--- src/rtl/legacy_route_dec.sv ---
module legacy_route_dec #(
  parameter int AW = 32
) (
  input  logic          clk,
  input  logic          rst_n,
  input  logic          cfg_we,
  input  logic [3:0]    cfg_sel,
  input  logic [7:0]    cfg_wdata,
  output logic [7:0]    cfg_rdata,
  input  logic          acc_valid,
  input  logic [AW-1:0] acc_addr,
  input  logic          acc_write,
  input  logic          acc_smm,
  input  logic [AW-1:0] tom,
  output logic          route_int,
  output logic          route_ext
);
  localparam int NATTR = 7;

  logic [7:0] attr [NATTR];
  logic       vid_en;
  logic [7:0] base_lo, base_hi;
  logic [3:0] size_nib;
  logic       win_en;

  always_ff @(posedge clk) begin
    if (!rst_n) begin
      for (int i = 0; i < NATTR; i++) attr[i] <= '0;
      vid_en   <= 1'b0;
      base_lo  <= '0;
      base_hi  <= '0;
      size_nib <= '0;
      win_en   <= 1'b0;
    end else if (cfg_we) begin
      case (cfg_sel)
        4'd7:    vid_en   <= cfg_wdata[1];
        4'd8:    base_lo  <= cfg_wdata;
        4'd9:    base_hi  <= cfg_wdata;
        4'd10:   size_nib <= cfg_wdata[7:4];
        4'd11:   win_en   <= cfg_wdata[3];
        default: if (cfg_sel < 4'd7) attr[cfg_sel[2:0]] <= cfg_wdata & 8'h33;
      endcase
    end
  end

  always_comb begin
    case (cfg_sel)
      4'd7:    cfg_rdata = {6'd0, vid_en, 1'b0};
      4'd8:    cfg_rdata = base_lo;
      4'd9:    cfg_rdata = base_hi;
      4'd10:   cfg_rdata = {size_nib, 4'd0};
      4'd11:   cfg_rdata = {4'd0, win_en, 3'd0};
      default: cfg_rdata = (cfg_sel < 4'd7) ? attr[cfg_sel[2:0]] : 8'h00;
    endcase
  end

  // management window
  logic [AW:0] win_base, win_top, addr_x;
  logic        win_act, win_hit;
  assign win_base = {1'b0, {(AW-32){1'b0}}, base_hi, base_lo, 16'h0000};
  assign win_top  = win_base + ({{(AW-20){1'b0}}, size_nib, 16'h0000} + (AW+1)'(32'h0001_0000));
  assign addr_x   = {1'b0, acc_addr};
  assign win_act  = win_en && ({base_hi, base_lo} != 16'h0000);
  assign win_hit  = (addr_x >= win_base) && (addr_x < win_top);

  // legacy region decode
  logic       below_1m, in_region, vid_seg;
  logic [5:0] seg;
  logic [2:0] areg;
  logic       ahigh;
  logic [1:0] fld;
  logic       norm_int, internal;

  assign below_1m = (acc_addr[AW-1:20] == '0);
  assign seg      = acc_addr[19:14];
  assign vid_seg  = below_1m && (seg[5:3] == 3'b101);

  always_comb begin
    in_region = below_1m && seg[5];
    areg  = 3'd0;
    ahigh = 1'b0;
    fld   = 2'b00;
    if (seg[5:3] == 3'b100) begin
      areg = 3'd0; ahigh = 1'b0;
    end else if (seg[5:2] == 4'b1111) begin
      areg = 3'd0; ahigh = 1'b1;
    end else if (seg[5:4] == 2'b11) begin
      areg  = seg[3:1] + 3'd1;
      ahigh = seg[0];
    end
    if (vid_seg) fld = {vid_en, vid_en};
    else         fld = ahigh ? attr[areg][5:4] : attr[areg][1:0];
  end

  assign norm_int  = in_region ? (acc_write ? fld[1] : fld[0]) : (acc_addr < tom);
  assign internal  = (win_act && win_hit && acc_smm) || norm_int;
  assign route_int = acc_valid && internal;
  assign route_ext = acc_valid && !internal;

  AST_ONE_ROUTE: assert property (@(posedge clk) disable iff (!rst_n)
    acc_valid |-> $countones({route_int, route_ext}) == 1);
  AST_NO_ROUTE_IDLE: assert property (@(posedge clk) disable iff (!rst_n)
    !acc_valid |-> !route_int && !route_ext);
  AST_ATTR_MASK: assert property (@(posedge clk) disable iff (!rst_n)
    (cfg_we && cfg_sel < 4'd7) |=> attr[$past(cfg_sel[2:0])] == ($past(cfg_wdata) & 8'h33));
  AST_VIDEO_INT: assert property (@(posedge clk) disable iff (!rst_n)
    (acc_valid && vid_seg && vid_en) |-> route_int);
  AST_SMM_INT: assert property (@(posedge clk) disable iff (!rst_n)
    (acc_valid && acc_smm && win_act && win_hit) |-> route_int);
  AST_ABOVE_TOM_EXT: assert property (@(posedge clk) disable iff (!rst_n)
    (acc_valid && !below_1m && acc_addr >= tom && !(win_act && win_hit && acc_smm)) |-> route_ext);
endmodule

--- config.mk ---
export PLATFORM = sky130hd
export DESIGN_NAME = legacy_route_dec
export DESIGN_NICKNAME = d
export VERILOG_FILES = /design/src/rtl/legacy_route_dec.sv
export SDC_FILE = /design/constraint.sdc
export NUM_CORES = 1
export LEC_CHECK = 0
export ABC_AREA = 1
export CAP_MARGIN = 10
export CORE_MARGIN = 8
export CORE_UTILIZATION = 58
export CTS_CLUSTER_DIAMETER = 60
export DETAILED_ROUTE_END_ITERATION = 7
export PLACE_DENSITY_LB_ADDON = 0.1
export SYNTH_ARGS = -nofsm -noshare
export SYNTH_HDL_FRONTEND = slang
export SYNTH_SLANG_ARGS = --single-unit
--- constraint.sdc ---
create_clock -name clk -period 10.59 [get_ports clk]
set_input_delay 2.118 -clock clk [delete_from_list [all_inputs] [get_ports clk]]
set_output_delay 2.118 -clock clk [all_outputs]
set_load 0.02 [all_outputs]
==> impl_metrics.toml, run 1 <==
[run_status]
outcome = "completed"

[clock_network]
clock_latency_ps = 310
root_buffer = "clkbuf_8"
post-cts-setup-buffer-count = 0
cts_max_path_buffers = 2
hold_buffers = 0
cts.sinks = 54
htree_levels = 2
cts_buffers = 5
cts_resized = 0
clk_pin_slew_ps = 100
cts_tree = "built"

[yosys]
yosys.area_share.simple_pct = 27.0
synth_xor_area_share_pct = 2.08
avgSynthCellArea_um2 = 7.05
synthFlopType = "edfxtp_1"
ys_top_cells_by_count = "inv_1 (123), nand2_1 (123), nor2_1 (82), ha_1 (72), a21oi_1 (64)"
synth_edf_count = 28
synth.area.top_cells = "ha_1 (18%), edfxtp_1 (17%), dfxtp_1 (10%), inv_1 (9.1%), nand2_1 (9.1%)"
synth_top_cell_by_area = "ha_1"
yosysSeqAreaShare_pct = 26.9
ys_warn_count = 0
synth_top_family_by_area = "simple AND/OR/NAND/NOR gates"
ys_ff_latch = 54
synth_compound_area_share_pct = 14.8
synthAdderAreaFrac_pct = 18.2
netlist_area_um2 = 5050
muxShareOfSynthArea_pct = 0
async_reset_ff_share_pct = 0
synth_top_area_share_pct = 17.8
synth_cell_type_count = 43
syn-instance-count = 717

[global_route]
antenna_found_initial = 0
use_met2_pct = 41.3
grt_max_degree = 26
use_met1_pct = 31.6
grt_pass1_wl_mm = 23.8
grt_pass1_vias = 5089
overflow = 0
track_usage_pct = 24.4
gr-usage-met3_pct = 2.93
busiest_layer = "met2"

[floorplanning]
rows = 34
coreArea_um2 = 8590
die_h_um = 109
start_util_pct = 58.8
die-area_um2 = 12000
ios = 92
die_x_um = 109

[critical_path]
r2r_end = "vid_en"
crit_end = "route_int"
r2r_start = "vid_en"
endpoint_kind = "primary output"
critPathArrivalTime_ps = 4970
path_cells = "clkdlybuf4s50_1 > inv_1 > nand3_2 > nand2_1 > nand3_1 > nand3_1 > nand3_1 > nand2_1 > nand2_1 > nand3_1 > nand2_1 > nand3_1 > nand2_1 > inv_1 > clkdlybuf4s50_1"
cp_max_fo = 22
worstSetupStartpoint = "acc_addr[15]"
slowest_stage = "clkdlybuf4s50_1"
start_kind = "primary input"
critPathRequiredTime_ps = 8470
rrSetupSlack_ps = 9780
rr_worst_depth = 2
slowest_delay_ps = 590
worst-setup-path-type = "primary input to primary output"

[finish]
area_growth_pct = 21.8
final_nets = 964
fin_area_um2 = 6160
fillers = 688
post_route_cells_drive_above_1_share_pct = 3.33
utilization_pct = 71.6
diodes = 0

[sta]
fin_crit_ps = 7080
skew_ps = 0
hold_viol_final = 0
holdWs_ps = 474
tightest_slew_ps = 973
slew_violations = 0
maxSlewHeadroom_pct = 34.3
finalCritPeriodShare_pct = 66.9
setup-violations-final = 0
fin_ws_ps = 3510
rsz0062_at_grt = "false"
fin_setup_tns_ps = 0
fmax_mhz = 141

[place]
port_buffers = 91
routabilityCongestion = 0.908
dp_hpwl_mm = 12.0
dp_slack_ps = 3490
placed_area_um2 = 6060

[route]
drt-wirelength-per-cell_um = 16.1
route.vias.total = 5206
dr.pass1.iters = 5
drc = 0
wl_mm = 14.8
drt_iter0_markers = 338
viasPerCell = 5.67
antenna_left = 0

[power]
power_density_nw_per_um2 = 81.8
leakage_uw = 0.00283
peakVddDrop_v = 0.000135

[worst_hold_path]
min_path_type = "register to register"

[run]
cap_violations = 0
==> power breakdown <==
group	total [µW]	leakage, µW	switching [µW]	internal, µW
Clock	120	0.0000483	71.7	47.9
Sequential	234	0.000478	5.43	228
Combinational	150	0.00231	82.5	67.4
==> worst min-delay path by stage <==
stage | startpoint | endpoint | cells after the start
4_1_cts | win_en | win_en | 2
6_report | win_en | win_en | 2
3_5_place_dp | win_en | win_en | 2
3_3_place_gp | win_en | win_en | 2
5_1_grt | win_en | win_en | 2
2_1_floorplan | win_en | win_en | 2
==> metal layers <==
layer | part of all wire [%] | up-vias
met5 | 0 | -
met4 | 2.7 | 0
met3 | 7.8 | 40
met2 | 45 | 233
met1 | 44 | 2337
li1 | - | 2596
==> flip-flops by register name (all words and copies together) (netlist names) <==
| name | flops |
|---|---|
| base_hi | 8 |
| size_nib | 4 |
| base_lo | 8 |
| attr | 32 |
| vid_en | 1 |
| win_en | 1 |
==> worst max-delay path: cells and delay by family <==
family                 cells  cell delay [ps]
buffers and inverters      4             1630
AND/OR/NAND/NOR           11             1210
==> cells by family (layout without fill, tap and decap cells) <==
kind of cell / Yosys count / in the layout
other cells: 1 / 4
fa+ha+maj: 73 / 73
buf+inv: 140 / 230
flops: 54 / 54
compound gates: 131 / 131
simple gates: 306 / 306
xor+xnor: 12 / 12
==> area by class of cell <==
type / count / area, µm² / share of cell area (%)
clock buffers: 5 / 68.8 / 1.12
clock inverters: 3 / 26.3 / 0.427
inverters: 130 / 493 / 8.01
multi-input cells: 526 / 3150 / 51.2
flip-flops and latches: 54 / 1360 / 22.1
well taps: 108 / 135 / 2.20
repair buffers: 92 / 918 / 14.9
==> metrics by stage <==
step           std cells  total power [µW]
6_report             918               503
5_1_grt              918               530
4_1_cts              918               504
3_5_place_dp         910               386
3_3_place_gp         910               381
2_1_floorplan        720               319
==> placed cells by master (no fill, tap or decap), types with 10 or more instances in the layout <==
master,n
inv_1,123
nand2_1,123
clkdlybuf4s50_1,91
nor2_1,82
ha_1,72
a21oi_1,64
nand3_1,52
o21ai_0,32
edfxtp_1,28
dfxtp_1,26
nand4_1,21
xor2_1,10
No activity file was read; power rests on OpenSTA's default activity.
==> run 2: changes to the inputs <==
Settings changed: CORE_UTILIZATION 58 to 49.
Clock period 10.59 ns to 6 ns, I/O delays scaled along.
==> run 2 against run 1 <==
Net effect:
- power up 81%
- die area up 16%
- largest cell class unchanged
- critical path depth rose by 10
- non-clock buffer count decreased by 1
- cell count is 2.9% higher
- combinational power grew 75%
- sequential cell count unchanged
- wire length fell by 2.2%
- clock power rose by 97%
- utilization is 11 points lower
- highest routed layer unchanged
==> impl_metrics.toml, run 2 (synthesis gave the netlist of run 1 again) <==
[worst_hold_path]
hold_path_end = "win_en"
min_from = "win_en"
min_path_type = "register to register"
min_delay_path_depth = 2

[power]
power_density_nw_per_um2 = 147
leakage_uw = 0.00284
peakVddDrop_v = 0.000210

[sta]
fmax_mhz = 190
finalCritPeriodShare_pct = 87.8
hold_viol_final = 0
maxSlewHeadroom_pct = 37.0
setup-violations-final = 0
holdWs_ps = 480
skew_ps = 0
tightest_slew_ps = 932
rsz0062_at_grt = "false"
fin_crit_ps = 5270
fin_setup_tns_ps = 0
slew_violations = 0

[global_route]
grt_pass1_vias = 4817
antenna_found_initial = 0
grt_pass1_wl_mm = 23.7
track_usage_pct = 20.2
overflow = 0
grt_max_degree = 27

[floorplanning]
rows = 37
die_h_um = 118
coreArea_um2 = 10200
die-area_um2 = 13800
die_x_um = 118
start_util_pct = 49.6
ios = 92

[clock_network]
clock_latency_ps = 300
post-cts-setup-buffer-count = 0
htree_levels = 2
cts_max_path_buffers = 2
hold_buffers = 0
cts.sinks = 54
cts_buffers = 5
root_buffer = "clkbuf_8"
cts_resized = 0
clk_pin_slew_ps = 100
cts_tree = "built"

[route]
antenna_left = 0
viasPerCell = 5.34
wl_mm = 14.4
dr.pass1.iters = 4
route.vias.total = 5051
drt-wirelength-per-cell_um = 15.3
drc = 0
drt_iter0_markers = 366

[critical_path]
cp_max_fo = 4
cpMostUsedCell = "nand3_1"
path_buf_inv = 5
slowest_delay_ps = 590
rrSetupSlack_ps = 5180
r2r_end = "vid_en"
r2r_start = "vid_en"
crit_family = "simple AND/OR/NAND/NOR gates"
worst-setup-path-type = "register to primary output"
slowest_stage = "clkdlybuf4s50_1"
start_kind = "register"
endpoint_kind = "primary output"
critPathRequiredTime_ps = 4800
critPathArrivalTime_ps = 4070
rr_worst_depth = 2

[finish]
area_growth_pct = 22.6
final_nets = 963
largest_register_ffs = 32
fillers = 1001
top_register = "attr"
mostFrequentLayoutCells = "inv_1 (123), nand2_1 (123), clkdlybuf4s50_1 (91)"
multi_input_area_um2 = 3150
diodes = 0
utilization_pct = 60.9
top_regs = "attr x32, base_hi x8, base_lo x8"
post_route_cells_drive_above_1_share_pct = 3.09
seqCellArea_um2 = 1360

[place]
routabilityCongestion = 0.943
port_buffers = 91
dp_hpwl_mm = 12.0

[run_status]
outcome = "completed"

[run]
cap_violations = 0
run 2: changes by cell type in the layout (fill, tap and decap cells not counted), sizes merged:
cell and delta:
clkinv -3, buf -1, clkbuf +3
run 2: worst max-delay path by stage:
stage,cells past startpoint,endpoint,slack [ps],start
detailed placement,13,route_ext,820,acc_addr[15]
CTS,25,route_int,720,base_lo[0]
global route,25,route_int,350,base_lo[0]
global placement,13,route_ext,920,acc_addr[15]
finish,25,route_int,730,base_lo[0]
floorplan,21,route_ext,1840,base_lo[1]
run 2: power breakdown:
part           switching (µW)  internal (µW)  total (µW)  leakage [µW]
clock                     118            119         237     0.0000566
sequential               9.69            403         413      0.000478
combinational             143            119         262       0.00230
total                     271            641         912       0.00284
run 2: metrics by stage:
stage	instances	worst slack [ps]	total power [µW]	instance area [µm²]
after detailed placement	937	821	682	6090
after global routing	945	347	960	6200
final	945	731	912	6200
after global placement	937	922	674	6090
after CTS	945	718	913	6200
after floorplan	720	1840	564	5070
run 2: worst min-delay path: stages, from the launching register on:
cell and delay (ps):
dfxtp_1 340, inv_1 50, a21oi_1 50
run 2: routing by layer:
layer | vias to the layer above | GRT usage, % | wire (µm)
met4 | 0 | 3.52 | 128
met1 | 2278 | 27.7 | 6870
met5 | - | 0 | 0
li1 | 2595 | - | -
met3 | 11 | 2.69 | 859
met2 | 167 | 33.5 | 6570
run 2: final cells by class:
cell class              instances  area share, %
clock buffers                   8           1.80
multi-input cells             526           50.9
flip-flops and latches         54           22.0
well taps                     136           2.74
inverters                     130           7.95
repair buffers                 91           14.7
